File: src/rtl/fs_pkg.sv
package fs_pkg;
  localparam int unsigned FS_W     = 32;
  localparam int unsigned FS_CNT_W = $clog2(FS_W);

  typedef enum logic {
    FS_LEFT  = 1'b0,
    FS_RIGHT = 1'b1
  } fs_dir_e;

  typedef struct packed {
    logic invalid;
    logic szp_we;
    logic pf;
    logic zf;
    logic sf;
    logic of_we;
    logic of;
    logic cf_we;
    logic cf;
  } fs_flags_t;
endpackage

File: src/rtl/fs_funnel.sv
module fs_funnel #(
  parameter int unsigned N     = 32,
  parameter int unsigned CNT_W = 5
) (
  input  logic [N-1:0]     dst_i,
  input  logic [N-1:0]     src_i,
  input  fs_pkg::fs_dir_e  dir_i,
  input  logic [CNT_W-1:0] cnt_i,
  output logic [N-1:0]     res_o,
  output logic             cf_o
);
  localparam int unsigned CAT_W = 2 * N + 1;

  logic [CAT_W-1:0] left_cat, right_cat;

  // guard bit on the exit side catches the carry
  always_comb begin
    left_cat  = {1'b0, dst_i, src_i} << cnt_i;
    right_cat = {src_i, dst_i, 1'b0} >> cnt_i;
    if (dir_i == fs_pkg::FS_LEFT) begin
      res_o = left_cat[2*N-1:N];
      cf_o  = left_cat[2*N];
    end else begin
      res_o = right_cat[N:1];
      cf_o  = right_cat[0];
    end
  end
endmodule

File: src/rtl/fs_flag_gen.sv
module fs_flag_gen #(
  parameter int unsigned N = 32
) (
  input  logic [N-1:0] res_i,
  input  logic         dst_msb_i,
  output logic         sf_o,
  output logic         zf_o,
  output logic         pf_o,
  output logic         of_o
);
  always_comb begin
    sf_o = res_i[N-1];
    zf_o = (res_i == '0);
    pf_o = ~(^res_i[7:0]);
    of_o = res_i[N-1] ^ dst_msb_i;
  end
endmodule

File: src/rtl/fs_unit.sv
module fs_unit #(
  parameter int unsigned W     = fs_pkg::FS_W,
  parameter int unsigned CNT_W = $clog2(W),
  parameter int unsigned CIN_W = 8
) (
  input  logic             clk_i,
  input  logic             rst_ni,
  input  logic             valid_i,
  input  logic             dir_i,
  input  logic             size_i,
  input  logic [CIN_W-1:0] count_i,
  input  logic [W-1:0]     dst_i,
  input  logic [W-1:0]     src_i,
  output logic             valid_o,
  output logic [W-1:0]     result_o,
  output logic             cf_o,
  output logic             cf_we_o,
  output logic             of_o,
  output logic             of_we_o,
  output logic             sf_o,
  output logic             zf_o,
  output logic             pf_o,
  output logic             szp_we_o
  ,output logic            invalid_o
);
  import fs_pkg::*;

  localparam int unsigned HALF   = W / 2;
  localparam int unsigned LANES  = 2;

  logic [CNT_W-1:0] cnt;
  fs_dir_e          dir;
  logic             zero_cnt, over_cnt;
  logic [W-1:0]     dst_sized;

  logic [W-1:0] lane_res [LANES];
  logic         lane_cf  [LANES];
  logic         lane_sf  [LANES];
  logic         lane_zf  [LANES];
  logic         lane_pf  [LANES];
  logic         lane_of  [LANES];

  logic [W-1:0] res_d, res_q;
  fs_flags_t    flg_d, flg_q;
  logic         valid_q;
  logic         sel;

  assign cnt = count_i[CNT_W-1:0];
  assign dir = fs_dir_e'(dir_i);

  // lane 0: full width, lane 1: half width
  for (genvar g = 0; g < LANES; g++) begin : g_lane
    localparam int unsigned N = W >> g;
    logic [N-1:0] res_n;
    logic         cf_n;

    fs_funnel #(.N(N), .CNT_W(CNT_W)) u_funnel (
      .dst_i (dst_i[N-1:0]),
      .src_i (src_i[N-1:0]),
      .dir_i (dir),
      .cnt_i (cnt),
      .res_o (res_n),
      .cf_o  (cf_n)
    );

    fs_flag_gen #(.N(N)) u_flags (
      .res_i     (res_n),
      .dst_msb_i (dst_i[N-1]),
      .sf_o      (lane_sf[g]),
      .zf_o      (lane_zf[g]),
      .pf_o      (lane_pf[g]),
      .of_o      (lane_of[g])
    );

    if (N == W) begin : g_full
      assign lane_res[g] = res_n;
    end else begin : g_ext
      assign lane_res[g] = {{(W - N){1'b0}}, res_n};
    end
    assign lane_cf[g] = cf_n;
  end

  always_comb begin
    sel       = ~size_i;
    zero_cnt  = (cnt == '0);
    over_cnt  = ~size_i & (cnt >= CNT_W'(HALF));
    dst_sized = size_i ? dst_i : {{HALF{1'b0}}, dst_i[HALF-1:0]};

    res_d = dst_sized;
    flg_d = '0;
    if (over_cnt) begin
      flg_d.invalid = 1'b1;
    end else if (!zero_cnt) begin
      res_d        = lane_res[sel];
      flg_d.cf_we  = 1'b1;
      flg_d.cf     = lane_cf[sel];
      flg_d.szp_we = 1'b1;
      flg_d.sf     = lane_sf[sel];
      flg_d.zf     = lane_zf[sel];
      flg_d.pf     = lane_pf[sel];
      flg_d.of_we  = (cnt == CNT_W'(1));
      flg_d.of     = flg_d.of_we & lane_of[sel];
    end
  end

  always_ff @(posedge clk_i or negedge rst_ni) begin
    if (!rst_ni) begin
      valid_q <= 1'b0;
      res_q   <= '0;
      flg_q   <= '0;
    end else begin
      valid_q <= valid_i;
      if (valid_i) begin
        res_q <= res_d;
        flg_q <= flg_d;
      end
    end
  end

  assign valid_o   = valid_q;
  assign result_o  = res_q;
  assign cf_o      = flg_q.cf;
  assign cf_we_o   = flg_q.cf_we;
  assign of_o      = flg_q.of;
  assign of_we_o   = flg_q.of_we;
  assign sf_o      = flg_q.sf;
  assign zf_o      = flg_q.zf;
  assign pf_o      = flg_q.pf;
  assign szp_we_o  = flg_q.szp_we;
  assign invalid_o = flg_q.invalid;
endmodule

File: config.mk
export PLATFORM = sky130hd
export DESIGN_NAME = fs_unit
export DESIGN_NICKNAME = d
export VERILOG_FILES = /design/src/rtl/fs_pkg.sv /design/src/rtl/fs_funnel.sv /design/src/rtl/fs_flag_gen.sv /design/src/rtl/fs_unit.sv
export SDC_FILE = /design/constraint.sdc
export NUM_CORES = 1
export LEC_CHECK = 0
export ABC_AREA = 0
export BUFFER_PORTS_ARGS = -buffer_cell sky130_fd_sc_hd__buf_2
export CAP_MARGIN = 20
export CORE_UTILIZATION = 67
export CTS_CLUSTER_SIZE = 10
export DETAILED_ROUTE_END_ITERATION = 10
export GPL_ROUTABILITY_DRIVEN = 0
export PLACE_DENSITY_LB_ADDON = 0.25
export SLEW_MARGIN = 20
export SYNTH_ARGS = -nofsm -noshare
export SYNTH_HDL_FRONTEND = slang
export SYNTH_SLANG_ARGS = --single-unit
File: constraint.sdc
create_clock -name clk_i -period 1.4 [get_ports clk_i]
set_clock_uncertainty 0.05 [all_clocks]
set_input_delay 0.14 -clock clk_i [delete_from_list [all_inputs] [get_ports clk_i]]
set_output_delay 0.14 -clock clk_i [all_outputs]
set_load 0.005 [all_outputs]
==> results of run 1 <==
==> per-stage QoR <==
| step | instance area (um2) | setup slack (ns) |
|---|---|---|
| 3_5_place_dp | 14000 | -2.15 |
| 3_3_place_gp | 14000 | -1.76 |
| 2_1_floorplan | 10500 | -1.52 |
==> cells in the mapped netlist, types with 20 or more instances <==
| cell | n |
|---|---|
| mux4_2 | 144 |
| nand2_1 | 109 |
| mux2i_1 | 101 |
| clkbuf_1 | 73 |
| nor2_1 | 72 |
| a21oi_1 | 49 |
| o21ai_0 | 49 |
| mux2_2 | 44 |
| dfrtp_1 | 41 |
| buf_2 | 23 |
| a211oi_1 | 20 |
| nand3_1 | 20 |
==> logic make-up after synthesis <==
family,after synthesis
AO/OA/AOI/OAI,307
XOR/XNOR,9
adder cells (fa/ha/maj),8
buffers and inverters,142
flip-flops,41
multiplexers,296
AND/OR/NAND/NOR,278
==> results_dict.tcl, run 1 <==
set metrics [dict create \
    synth_cell_types 76 \
    synth-compound-area-share_pct 21.2 \
    io_pins 119 \
    avgSynthCellArea_um2 9.55 \
    yosys.area.top_type_share_pct 31.4 \
    synth-xor-area-share_pct 0.763 \
    yosys_register_bits 41 \
    dp.cells 1683 \
    ctsHoldBuffers 1 \
    ys_warn_count 0 \
    synth.largest_area_cell "mux4_2" \
    htreeDepth 2 \
    ctsRootBufferMaster "clkbuf_16" \
    muxShareOfSynthArea_pct 47.8 \
    synth-async-reset-ratio_pct 100 \
    error "[ERROR DPL-0038] Utilization greater than 100%, impossible to legalize" \
    port_buffers 115 \
    yosys.area_share.simple_pct 12.5 \
    cts_buffers 5 \
    initial_core_util_pct 68.2 \
    synth_area_um2 10300 \
    cts_setup_buffers 70 \
    die_y_um 126 \
    outcome "did not finish" \
    cts.path.max_buffers 2 \
    die_w_um 126 \
    num_rows 45 \
    netlist_instances 1081 \
    ys_seq_area_share_pct 9.94 \
    synth_top_family_by_area "multiplexers" \
    yosys.area_share.adder_pct 0.969 \
    cts.sinks 41 \
    synth_edf_count 0 \
    haltStage "4_1_cts" \
    cts_resized 325 \
    netlist_top_cells_area "mux4_2 (31%), dfrtp_1 (9.9%), mux2i_1 (9.8%)" \
    hpwl_um 48300 \
    synthFlopType "dfrtp_1" \
    synth_nets 1166 \
]
==> run 2, diff against run 1 <==
- CORE_UTILIZATION: 67 -> 40
- CTS_CLUSTER_SIZE: 10 -> default
- PLACE_DENSITY_LB_ADDON: 0.25 -> 0.15
==> results_dict.tcl, run 2 <==
set metrics [dict create \
    synth_nets 1166 \
    grt_pass1_vias 12959 \
    synth-compound-area-share_pct 21.2 \
    die_w_um 163 \
    cts_tree "yes" \
    avgSynthCellArea_um2 9.55 \
    grt.total_usage_pct 41.5 \
    yosys.area_share.simple_pct 12.5 \
    ctsRootBufferMaster "clkbuf_16" \
    num_antenna_cells 0 \
    finalWirelength_um 55800 \
    crit_top_cell "buf_6" \
    yosysMostFrequentCell "mux4_2" \
    grt_max_degree 42 \
    p_total_w 0.0113 \
    wl_per_cell_um 28.4 \
    io_pins 119 \
    vias_per_cell 6.84 \
    cp_cell_sequence "buf_16 -> buf_12 -> buf_8 -> buf_6 -> mux4_2 -> buf_6 -> mux2_4 -> o21ai_1 -> a221o_1 -> ha_4 -> xnor2_2 -> xnor2_1 -> a21oi_1 -> o2bb2ai_1" \
    dr.first_iter.drc_count 1913 \
    cp-end-kind "flip-flop" \
    min_path_type "in2reg" \
    min_period_over_period_pct 194 \
    slew_headroom_pct 55.0 \
    crit_family "multiplexers" \
    cts.path.max_buffers 2 \
    synthFlopType "dfrtp_1" \
    outcome "complete, but fails checks" \
    finalSetupViolations 38 \
    path_buf_inv 5 \
    muxShareOfSynthArea_pct 47.8 \
    synth_edf_count 0 \
    drive_gt1_share_pct 64.8 \
    crit_path_max_incr_delay_ns 0.51 \
    largest_register_ffs 32 \
    clock_latency_ns 0.29 \
    yosys.area_share.adder_pct 0.969 \
    synth_top_family_by_area "multiplexers" \
    area_growth_pct 66.3 \
    tightest_slew_ns 0.673 \
    rsz0062_at_grt "yes" \
    setup_ws_ns -1.31 \
    die_area_um2 26500 \
    cellLeakagePower_nw 7.42 \
    ys_warn_count 0 \
    netlist_instances 1081 \
    synth-async-reset-ratio_pct 100 \
    firstDrtPassIters 6 \
    slowest_stage "mux4_2" \
    synth.top_cells.by_count "mux4_2 (144), nand2_1 (109), mux2i_1 (101), clkbuf_1 (73), nor2_1 (72)" \
    yosys.area.top_type_share_pct 31.4 \
    period_needed_ns 2.71 \
    drv_cap 0 \
    vias 13429 \
    hpwl_um 42400 \
    antenna_found_initial 1 \
    final_antenna_net_count 0 \
    die_y_um 163 \
    violations "setup timing" \
    synth-xor-area-share_pct 0.763 \
    cp_max_fo 7 \
    core_area_um2 25300 \
    setup_tns_ns -32.97 \
    maxSlewViolCount 0 \
    nNetsFinal 1717 \
    crit_arrival_ns 2.88 \
    drc 0 \
    initial_core_util_pct 40.9 \
    synth_cell_types 76 \
    max-vdd-ir-drop_uv 858 \
    synth.largest_area_cell "mux4_2" \
    pwr_density_cell_nw_per_um2 659 \
    crit_type "in2reg" \
    synth_area_um2 10300 \
    htreeDepth 2 \
    most-common-layout-cells "buf_4 (444), mux4_2 (147), buf_2 (107), nand2_1 (98), buf_6 (75)" \
    cts.sinks 41 \
    grt_overflow 0 \
    ys_seq_area_share_pct 9.94 \
    cts_buffers 5 \
    cp_data_required_time_ns 1.57 \
    yosys_register_bits 41 \
    cp-start-kind "primary input" \
    hold_viol 0 \
    clk_pin_slew_worst_paths_ns 0.07 \
    max_freq_mhz 368 \
    grt_pass1_wl_um 81000 \
    post-route-util_pct 68.0 \
    netlist_top_cells_area "mux4_2 (31%), dfrtp_1 (9.9%), mux2i_1 (9.8%)" \
    num_rows 58 \
    layout_commonest_cell "buf_4" \
    port_buffers 115 \
]
==> run 2: cell counts after synthesis <==
No cell type changed its count.
==> run 2: metrics by stage <==
stage	cells	area [um2]	setup WS [ns]	hold WS (ns)
floorplan	1081	10500	-1.52	-0.206
global placement	1888	14700	-1.74	0.183
detailed placement	1888	14700	-1.71	0.180
CTS	1940	16400	-1.18	0.194
global route	1963	17200	-1.40	0.177
finish	1963	17200	-1.31	0.167
==> run 2: final timing paths <==
kind	from	endpoint	slack, ns	cells past startpoint
max	count_i[0]	pf_o	-1.31	14
max in group asynchronous	rst_ni	pf_o	0.53	3
min reg2reg	result_o[16]	result_o[16]	0.43	2
min	size_i	result_o[21]	0.17	3
min in group asynchronous	rst_ni	result_o[27]	0.40	3
max reg2reg	zf_o	zf_o	0.52	2
==> run 2: worst register-to-register path, delay by kind of cell, from the launching register on <==
| family | cells | cell delay, ns |
|---|---|---|
| flops | 1 | 0.40 |
| compound gates | 2 | 0.31 |
==> run 2: repair_timing <==
item / CTS / global route
resized for setup: 234 / 149
setup endpoints to repair: 39 / 39
hold buffers: 1 / 0
cloned: 10 / 0
buffers inserted: 42 / 36
endpoints found under the hold margin: 41 / 0
pin swaps: 69 / 72
==> run 2: layout make-up <==
type / instances / area [um2]
clock buffers: 5 / 125
clock inverters: 3 / 68.8
fillers: 1911 / 8080
inverters: 14 / 57.6
multi-input cells: 898 / 9810
flip-flops and latches: 41 / 1030
well taps: 330 / 413
repair buffers: 672 / 5670
==> run 2: per-layer routing <==
layer  up-vias  track usage, %  wire length [um]
met5         -               0                12
met4         2            25.2              4130
met3       307            14.1              8120
met2      1156            60.9             23400
met1      6465            52.5             20100
li1       5499               -                 -
==> run 2: report_power, final <==
part	internal (W)	switching [W]
clock network	0.00103	0.000503
logic	0.00424	0.00410
registers	0.00135	0.000105
total	0.00661	0.00471
==> run 2: cells by family after synthesis <==
| family | after synthesis |
|---|---|
| AO/OA/AOI/OAI | 307 |
| XOR/XNOR | 9 |
| adder cells (fa/ha/maj) | 8 |
| buffers and inverters | 142 |
| flip-flops | 41 |
| multiplexers | 296 |
| AND/OR/NAND/NOR | 278 |
Note: power is estimated with default switching activity, not from simulation.
